## src/rtl/tdec_pkg.sv

```systemverilog
package tdec_pkg;

    localparam int SEQ_LEN_SIXTY = 60;
    localparam int SEQ_LEN_FIFTY = 50;

    typedef enum logic {
        STD_SIXTY = 1'b0,
        STD_FIFTY = 1'b1
    } std_kind_e;

    typedef struct packed {
        logic advance;
        logic repeat_prev;
    } unit_event_t;

    function automatic int unsigned len_of(input std_kind_e kind,
                                          input int unsigned len_a,
                                          input int unsigned len_b);
        return (kind == STD_FIFTY) ? len_b : len_a;
    endfunction

endpackage

```

## src/rtl/tdec_unit_gate.sv

```systemverilog
module tdec_unit_gate
    import tdec_pkg::*;
(
    input  logic        unit_start,
    input  logic        first_fld,
    input  logic        frame_mode,
    output unit_event_t ev
);
    always_comb begin
        ev.advance     = unit_start && (!frame_mode || first_fld);
        ev.repeat_prev = unit_start && frame_mode && !first_fld;
    end
endmodule

```

## src/rtl/tdec_seq_track.sv

```systemverilog
module tdec_seq_track #(
    parameter int CNT_W = 6
) (
    input  logic             clk,
    input  logic             rst,
    input  logic             restart,
    input  logic             advance,
    input  logic [CNT_W-1:0] seq_len,
    input  logic [CNT_W-1:0] skip_raw,
    output logic [CNT_W-1:0] pos_q,
    output logic [CNT_W-1:0] cur_cnt
);
    logic [CNT_W-1:0] act_q;
    logic [CNT_W-1:0] base_pos;
    logic [CNT_W-1:0] clamped;
    logic             at_boundary;

    always_comb begin
        base_pos    = restart ? '0 : pos_q;
        at_boundary = (base_pos == '0);
        clamped     = (skip_raw > seq_len) ? seq_len : skip_raw;
        cur_cnt     = at_boundary ? clamped : act_q;
    end

    always_ff @(posedge clk) begin
        if (rst) begin
            pos_q <= '0;
            act_q <= '0;
        end else if (advance) begin
            act_q <= cur_cnt;
            if (cur_cnt == '0) begin
                pos_q <= '0;
            end else if (base_pos == seq_len - 1'b1) begin
                pos_q <= '0;
            end else begin
                pos_q <= base_pos + 1'b1;
            end
        end else if (restart) begin
            pos_q <= '0;
        end
    end
endmodule

```

## src/rtl/tdec_accum.sv

```systemverilog
module tdec_accum #(
    parameter int CNT_W = 6
) (
    input  logic             clk,
    input  logic             rst,
    input  logic             restart,
    input  logic             advance,
    input  logic [CNT_W-1:0] seq_len,
    input  logic [CNT_W-1:0] cur_cnt,
    output logic             skip_now,
    output logic [CNT_W-1:0] acc_q
);
    localparam int SUM_W = CNT_W + 1;

    logic [SUM_W-1:0] sum;
    logic [SUM_W-1:0] len_ext;
    logic [CNT_W-1:0] base_acc;

    always_comb begin
        base_acc = restart ? '0 : acc_q;
        sum      = {1'b0, base_acc} + {1'b0, cur_cnt};
        len_ext  = {1'b0, seq_len};
        skip_now = (cur_cnt != '0) && (sum >= len_ext);
    end

    always_ff @(posedge clk) begin
        if (rst) begin
            acc_q <= '0;
        end else if (advance) begin
            if (cur_cnt == '0) begin
                acc_q <= '0;
            end else if (skip_now) begin
                acc_q <= CNT_W'(sum - len_ext);
            end else begin
                acc_q <= CNT_W'(sum);
            end
        end else if (restart) begin
            acc_q <= '0;
        end
    end
endmodule

```

## src/rtl/tdec_top.sv

```systemverilog
module tdec_top
    import tdec_pkg::*;
#(
    parameter int LEN_A = SEQ_LEN_SIXTY,
    parameter int LEN_B = SEQ_LEN_FIFTY,
    parameter int CNT_W = $clog2(((LEN_A > LEN_B) ? LEN_A : LEN_B) + 1)
) (
    input  logic             clk,
    input  logic             rst,
    input  logic             unit_start,
    input  logic             first_fld,
    input  logic             frame_mode,
    input  logic             std_sel,
    input  logic [CNT_W-1:0] skip_cnt,
    output logic             capture_en
);
    std_kind_e        std_q;
    std_kind_e        std_now;
    logic             restart;
    logic [CNT_W-1:0] seq_len;
    logic [CNT_W-1:0] pos_q;
    logic [CNT_W-1:0] cur_cnt;
    logic [CNT_W-1:0] acc_q;
    logic             skip_now;
    logic             adv;
    unit_event_t      ev;

    always_comb begin
        std_now = std_kind_e'(std_sel);
        restart = (std_q != std_now);
        seq_len = CNT_W'(len_of(std_now, LEN_A, LEN_B));
        adv     = ev.advance;
    end

    always_ff @(posedge clk) begin
        if (rst) begin
            std_q <= std_now;
        end else begin
            std_q <= std_now;
        end
    end

    tdec_unit_gate gate_i (
        .unit_start (unit_start),
        .first_fld  (first_fld),
        .frame_mode (frame_mode),
        .ev         (ev)
    );

    tdec_seq_track #(.CNT_W(CNT_W)) seq_i (
        .clk      (clk),
        .rst      (rst),
        .restart  (restart),
        .advance  (adv),
        .seq_len  (seq_len),
        .skip_raw (skip_cnt),
        .pos_q    (pos_q),
        .cur_cnt  (cur_cnt)
    );

    tdec_accum #(.CNT_W(CNT_W)) acc_i (
        .clk      (clk),
        .rst      (rst),
        .restart  (restart),
        .advance  (adv),
        .seq_len  (seq_len),
        .cur_cnt  (cur_cnt),
        .skip_now (skip_now),
        .acc_q    (acc_q)
    );

    always_ff @(posedge clk) begin
        if (rst) begin
            capture_en <= 1'b1;
        end else if (adv) begin
            capture_en <= !skip_now;
        end
    end
endmodule

```

## config.mk

```make
export PLATFORM = sky130hd
export DESIGN_NAME = tdec_top
export DESIGN_NICKNAME = d
export VERILOG_FILES = /design/src/rtl/tdec_pkg.sv /design/src/rtl/tdec_unit_gate.sv /design/src/rtl/tdec_seq_track.sv /design/src/rtl/tdec_accum.sv /design/src/rtl/tdec_top.sv
export SDC_FILE = /design/constraint.sdc
export NUM_CORES = 1
export LEC_CHECK = 0
export BUFFER_PORTS_ARGS = -buffer_cell sky130_fd_sc_hd__buf_2
export CAP_MARGIN = 15
export CORE_ASPECT_RATIO = 1.25
export CORE_MARGIN = 10
export CORE_UTILIZATION = 49
export DETAILED_ROUTE_END_ITERATION = 12
export GPL_ROUTABILITY_DRIVEN = 0
export PLACE_DENSITY = 0.69
export SYNTH_ARGS = -nofsm -noshare
export SYNTH_HDL_FRONTEND = slang
export SYNTH_HIERARCHICAL = 1
export SYNTH_SLANG_ARGS = --single-unit
export TNS_END_PERCENT = 30
```

## constraint.sdc

```tcl
create_clock -name clk -period 5.4 [get_ports clk]
set_clock_uncertainty 0.1 [all_clocks]
set_input_delay 1.08 -clock clk [delete_from_list [all_inputs] [get_ports clk]]
set_output_delay 1.08 -clock clk [all_outputs]
set_load 0.01 [all_outputs]
```

### Yosys cells after proc, flatten, opt, wreduce, memory -nomap -nowiden

Cells that the tools add are included.

* register bits after elaboration: 20
* input port bits: 12
* output and inout port bits: 1
* word-level logic and storage cells: 32

* add/sub/neg operators: 4
* magnitude comparators: 2
* equal/unequal tests: 2
* mux-type cells: 11
* reduce and logical (&&, ||, !) cells: 8

Operators with widths (count)
* 2-to-1 mux 6 bit: 10
* logical NOT 6 bit: 2
* adder 6 x 6 -> 7 bit: 1
* greater-or-equal comparator 7 x 6 -> 1 bit: 1
* adder 6 x 1 -> 6 bit, second input constant: 1
* == test 6 bit: 1
* > comparator 6 bit: 1
* nonzero test 6 bit: 1
* subtractor 5 x 2 -> 6 bit, second input constant: 1
* subtractor 6 bit: 1
* 2-to-1 mux 4 bit: 1
* logical AND 1 bit: 2
* logical NOT 1 bit: 2
* logical OR 1 bit: 1
* inequality test 1 bit: 1

### Depth between registers and ports, before layout

* depth after elaboration: 10
* gate-level depth with buffers: 21
* gate-level depth less buffers: 20

### Cells and area by module

The synthesis kept the hierarchy.

By module, submodules not included
* tdec_seq_track: times used 1, cells each 145, area each 1201.2 sq um, sequential area each 240.2 sq um
* tdec_accum: times used 1, cells each 96, area each 824.5 sq um, sequential area each 120.1 sq um
* tdec_top: times used 1, cells each 9, area each 77.6 sq um, sequential area each 40.0 sq um
* tdec_unit_gate: times used 1, cells each 3, area each 17.5 sq um, sequential area each 0.0 sq um

### Least setup slack after synthesis

No wires, ideal clock.

* path type: input port to flip-flop
* start: input std_sel
* end: register acc_i.acc_q[5]
* setup time: 0.120 ns
* arrival: 4.950 ns
* data required time: 5.180 ns
* path slack: 0.230 ns
* stages: 20
* path buffers: 1
* cells stage by stage: inv_1 > clkbuf_1 > inv_1 > ha_1 > and4_4 > o21ai_2 > a31o_2 > mux2i_1 > a21oi_2 > inv_1 > fa_1 > nor2b_4 > o31a_1 > a21oi_1 > ha_1 > and3_1 > a211o_1 > a311o_1 > mux2i_1 > o2bb2ai_1

* longest elaborated chain between the ends: 10
* elaborated cells on any way between the ends: 17
* those cells by class: add/sub: 2; order compare: 2; eq/ne: 1; mux: 8; reduce/logical: 4

Ends and longest elaborated chain
* start: declaration: line tdec_top.sv:13 `input logic std_sel,`
* 2-to-1 mux 4 bit or inequality test 1 bit (tied branches): line tdec_pkg.sv:19, tdec_top.sv:30
* > comparator 6 bit or 2-to-1 mux 6 bit (tied branches)
* 2-to-1 mux 6 bit or logical NOT 6 bit (tied branches): line tdec_seq_track.sv:21, tdec_seq_track.sv:20
* 2-to-1 mux 6 bit (*): line tdec_seq_track.sv:22 `cur_cnt = at_boundary ? clamped : act_q;`
* net cur_cnt[1]: line tdec_top.sv:22 `logic [CNT_W-1:0] cur_cnt;`
* adder 6 x 6 -> 7 bit: line tdec_accum.sv:21 `sum = {1'b0, base_acc} + {1'b0, cur_cnt};`
* greater-or-equal comparator 7 x 6 -> 1 bit: line tdec_accum.sv:23 `skip_now = (cur_cnt != '0) && (sum >= len_ext);`
* logical AND 1 bit: line tdec_accum.sv:23
* 2-to-1 mux 6 bit: line tdec_accum.sv:32 `end else if (skip_now) begin`
* 2-to-1 mux 6 bit (*): line tdec_accum.sv:30 `if (cur_cnt == '0) begin`
* 2-to-1 mux 6 bit (*): line tdec_accum.sv:29 `end else if (advance) begin`
* end signal: assignment: line tdec_accum.sv:33 `acc_q <= CNT_W'(sum - len_ext);`
* end signal: assignment: line tdec_accum.sv:35 `acc_q <= CNT_W'(sum);`
* end: declaration: line tdec_accum.sv:11 `output logic [CNT_W-1:0] acc_q`

The timed path passes the listed nets; every way through them passes the cells marked *.
A chain may end at the register's enable or synchronous reset.

### Worst setup path after layout

* start: input std_sel
* end: register acc_i.acc_q[5]

* longest elaborated chain between the ends: 10
* elaborated cells on any way between the ends: 17
* those cells by class: add/sub: 2; order compare: 2; eq/ne: 1; mux: 8; reduce/logical: 4

Ends and longest elaborated chain
* 2-to-1 mux 4 bit (*): line tdec_pkg.sv:19 `return (kind == STD_FIFTY) ? len_b : len_a;`
* net seq_len[2]: line tdec_top.sv:20 `logic [CNT_W-1:0] seq_len;`
* > comparator 6 bit: line tdec_seq_track.sv:21 `clamped = (skip_raw > seq_len) ? seq_len : skip_raw;`
* 2-to-1 mux 6 bit (*): line tdec_seq_track.sv:21
* 2-to-1 mux 6 bit (*): line tdec_seq_track.sv:22
* net cur_cnt[2]: line tdec_top.sv:22
* adder 6 x 6 -> 7 bit: line tdec_accum.sv:21
* greater-or-equal comparator 7 x 6 -> 1 bit: line tdec_accum.sv:23
* logical AND 1 bit: line tdec_accum.sv:23
* 2-to-1 mux 6 bit: line tdec_accum.sv:32
* 2-to-1 mux 6 bit (*): line tdec_accum.sv:30
* 2-to-1 mux 6 bit (*): line tdec_accum.sv:29

Marked as above.

==> out/results.ini <==
[clocking]
cts_hold_buf = 0
clock_sinks = 20
insertion_delay_ps = 260
cts_tree = yes
root_buffer = clkbuf_8
cts_buffers = 3
clk_pin_slew_ps = 70
post-cts-setup-buffers = 0
ctsLongestPathBuffers = 2
cts-resized-gates = 0
cts_max_level = 1

[grt]
antenna_found_initial = 0
grt_pass1_wl_mm = 7.590
first_global_vias = 1718
gr-max-usage-layer = met2
met2_usage_pct = 22.18
grt.total_usage_pct = 12.24
grtUsageMet1_pct = 14.56
overflow = 0
grt_max_degree = 22
grt_util_met3_pct = 1.245

[floorplanning]
core-area_um2 = 4131
die-area_um2 = 7359
io_pins = 13
rows = 26
initial_core_util_pct = 51.18
die_h_um = 93.45
die_w_um = 78.76

[place]
numPortBuffers = 12
post-place-cells = 337
hpwlAfterDp_mm = 3.688

[route]
drtIter0Drc = 57
vias = 1793
postRouteAntennaNets = 0
drc = 0
dr.pass1.iters = 4
routed_via_density = 5.258
wl_per_cell_um = 13.03
routed_wl_mm = 4.443

[final_layout]
final_common_cell = inv_1
antennaDiodeCount = 0
nNetsFinal = 321
ff_latch_area_um2 = 400.4
multi_input_area_um2 = 1650
mostFrequentLayoutCells = 24 x inv_1, 21 x ha_1, 20 x nor2_1, 20 x dfxtp_1, 15 x mux2i_1
drive_gt1_share_pct = 15.09
area_delta_synth_final_pct = 14.14
fillCellCount = 411
finalNonFillerCells = 341

[worst_hold_path]
min_from = seq_i/act_q[3]
holdPathStages = 2
hp-class = flip-flop to flip-flop
min_to = seq_i/act_q[3]

[critical_path]
cp_max_fo = 10
worstSetupPathType = primary input to flip-flop
cp-start-kind = primary input
rr_startpoint = std_q
rrSetupSlack_ps = 1320
arrival_ps = 5060
reg2reg_depth = 18
r2r-end = acc_i/acc_q[5]
endpoint_kind = flip-flop
required_ps = 5440

[sta]
hold_viol = 0
setup_viol = 0
finalCriticalPeriod_ps = 5019
fmax_mhz = 199.2
period_share_pct = 92.94
slew_violations = 0
rsz0062_at_grt = false
finalSetupTns_ps = 0

[synthesis]
syn_area_um2 = 2115
synth.avg_cell_area_um2 = 8.391
yosysWarnings = 6
synth_cells = 252

[power_and_ir_drop]
leakagePower_nw = 1.130
peakVddDrop_uv = 246.0
p_per_area_nw_per_um2 = 284.5

[job]
drv_cap = 0

[run_status]
outcome = finished clean

report_power, final:
group          internal [mW]  leakage (nW)  switching (mW)
registers              0.164         0.164         0.00512
clock network         0.0990        0.0357          0.0500
logic                  0.172         0.930           0.196
total                  0.436          1.13           0.251
state kept, by name, indices dropped and copies added, names as in the netlist:
name	cells
acc_i/acc_q	6
seq_i/act_q	6
seq_i/pos_q	6
capture_en	1
std_q	1
how the worst max path moves through the flow:
stage          cells after the start        endpoint     from  slack [ps]
2_1_floorplan                     20  acc_i/acc_q[5]  std_sel         230
3_3_place_gp                      22  acc_i/acc_q[5]  std_sel         140
3_5_place_dp                      22  acc_i/acc_q[5]  std_sel         120
4_1_cts                           22  acc_i/acc_q[5]  std_sel         380
5_1_grt                           22  acc_i/acc_q[5]  std_sel          40
6_report                          22  acc_i/acc_q[5]  std_sel         380
through the flow:
stage	util, %	cell area, µm²	power [mW]	hold WS, ps	setup WS, ps
finish	58.42	2414	0.6867	385.7	381.0
global route	58.42	2414	0.7434	424.0	37.64
floorplan	-	2160	0.4694	351.1	229.6
global placement	56.69	2342	0.5346	364.5	141.5
CTS	58.42	2414	0.6901	392.3	379.3
detailed placement	56.69	2342	0.5393	374.1	119.6
per-layer routing:
layer | wire [µm] | share of wire (%)
met4 | 51 | 1.1
met2 | 2199 | 49
met3 | 88 | 2.0
met5 | 0 | 0
met1 | 2105 | 47
worst max-delay path: stages:
cell	delay, ps
buf_2	110
inv_1	110
buf_4	180
inv_1	50
ha_1	290
and4_4	250
o21ai_2	80
a31o_2	260
mux2i_1	140
a21oi_2	330
ha_1	340
o21ai_0	170
o21bai_1	80
a21oi_1	170
xnor2_1	180
ha_1	190
inv_1	110
and3_1	200
a211o_1	250
a311o_1	270
mux2i_1	140
o2bb2ai_1	70
area by class of cell:
type                    instances  share of cell area (%)
clock buffers                   3                   1.711
clock inverters                 1                   1.244
inverters                      25                   3.888
multi-input cells             215                   68.38
flip-flops and latches         20                   16.59
well taps                      56                   2.903
repair buffers                 21                   5.288
Note: power is estimated with default switching activity, not from simulation.
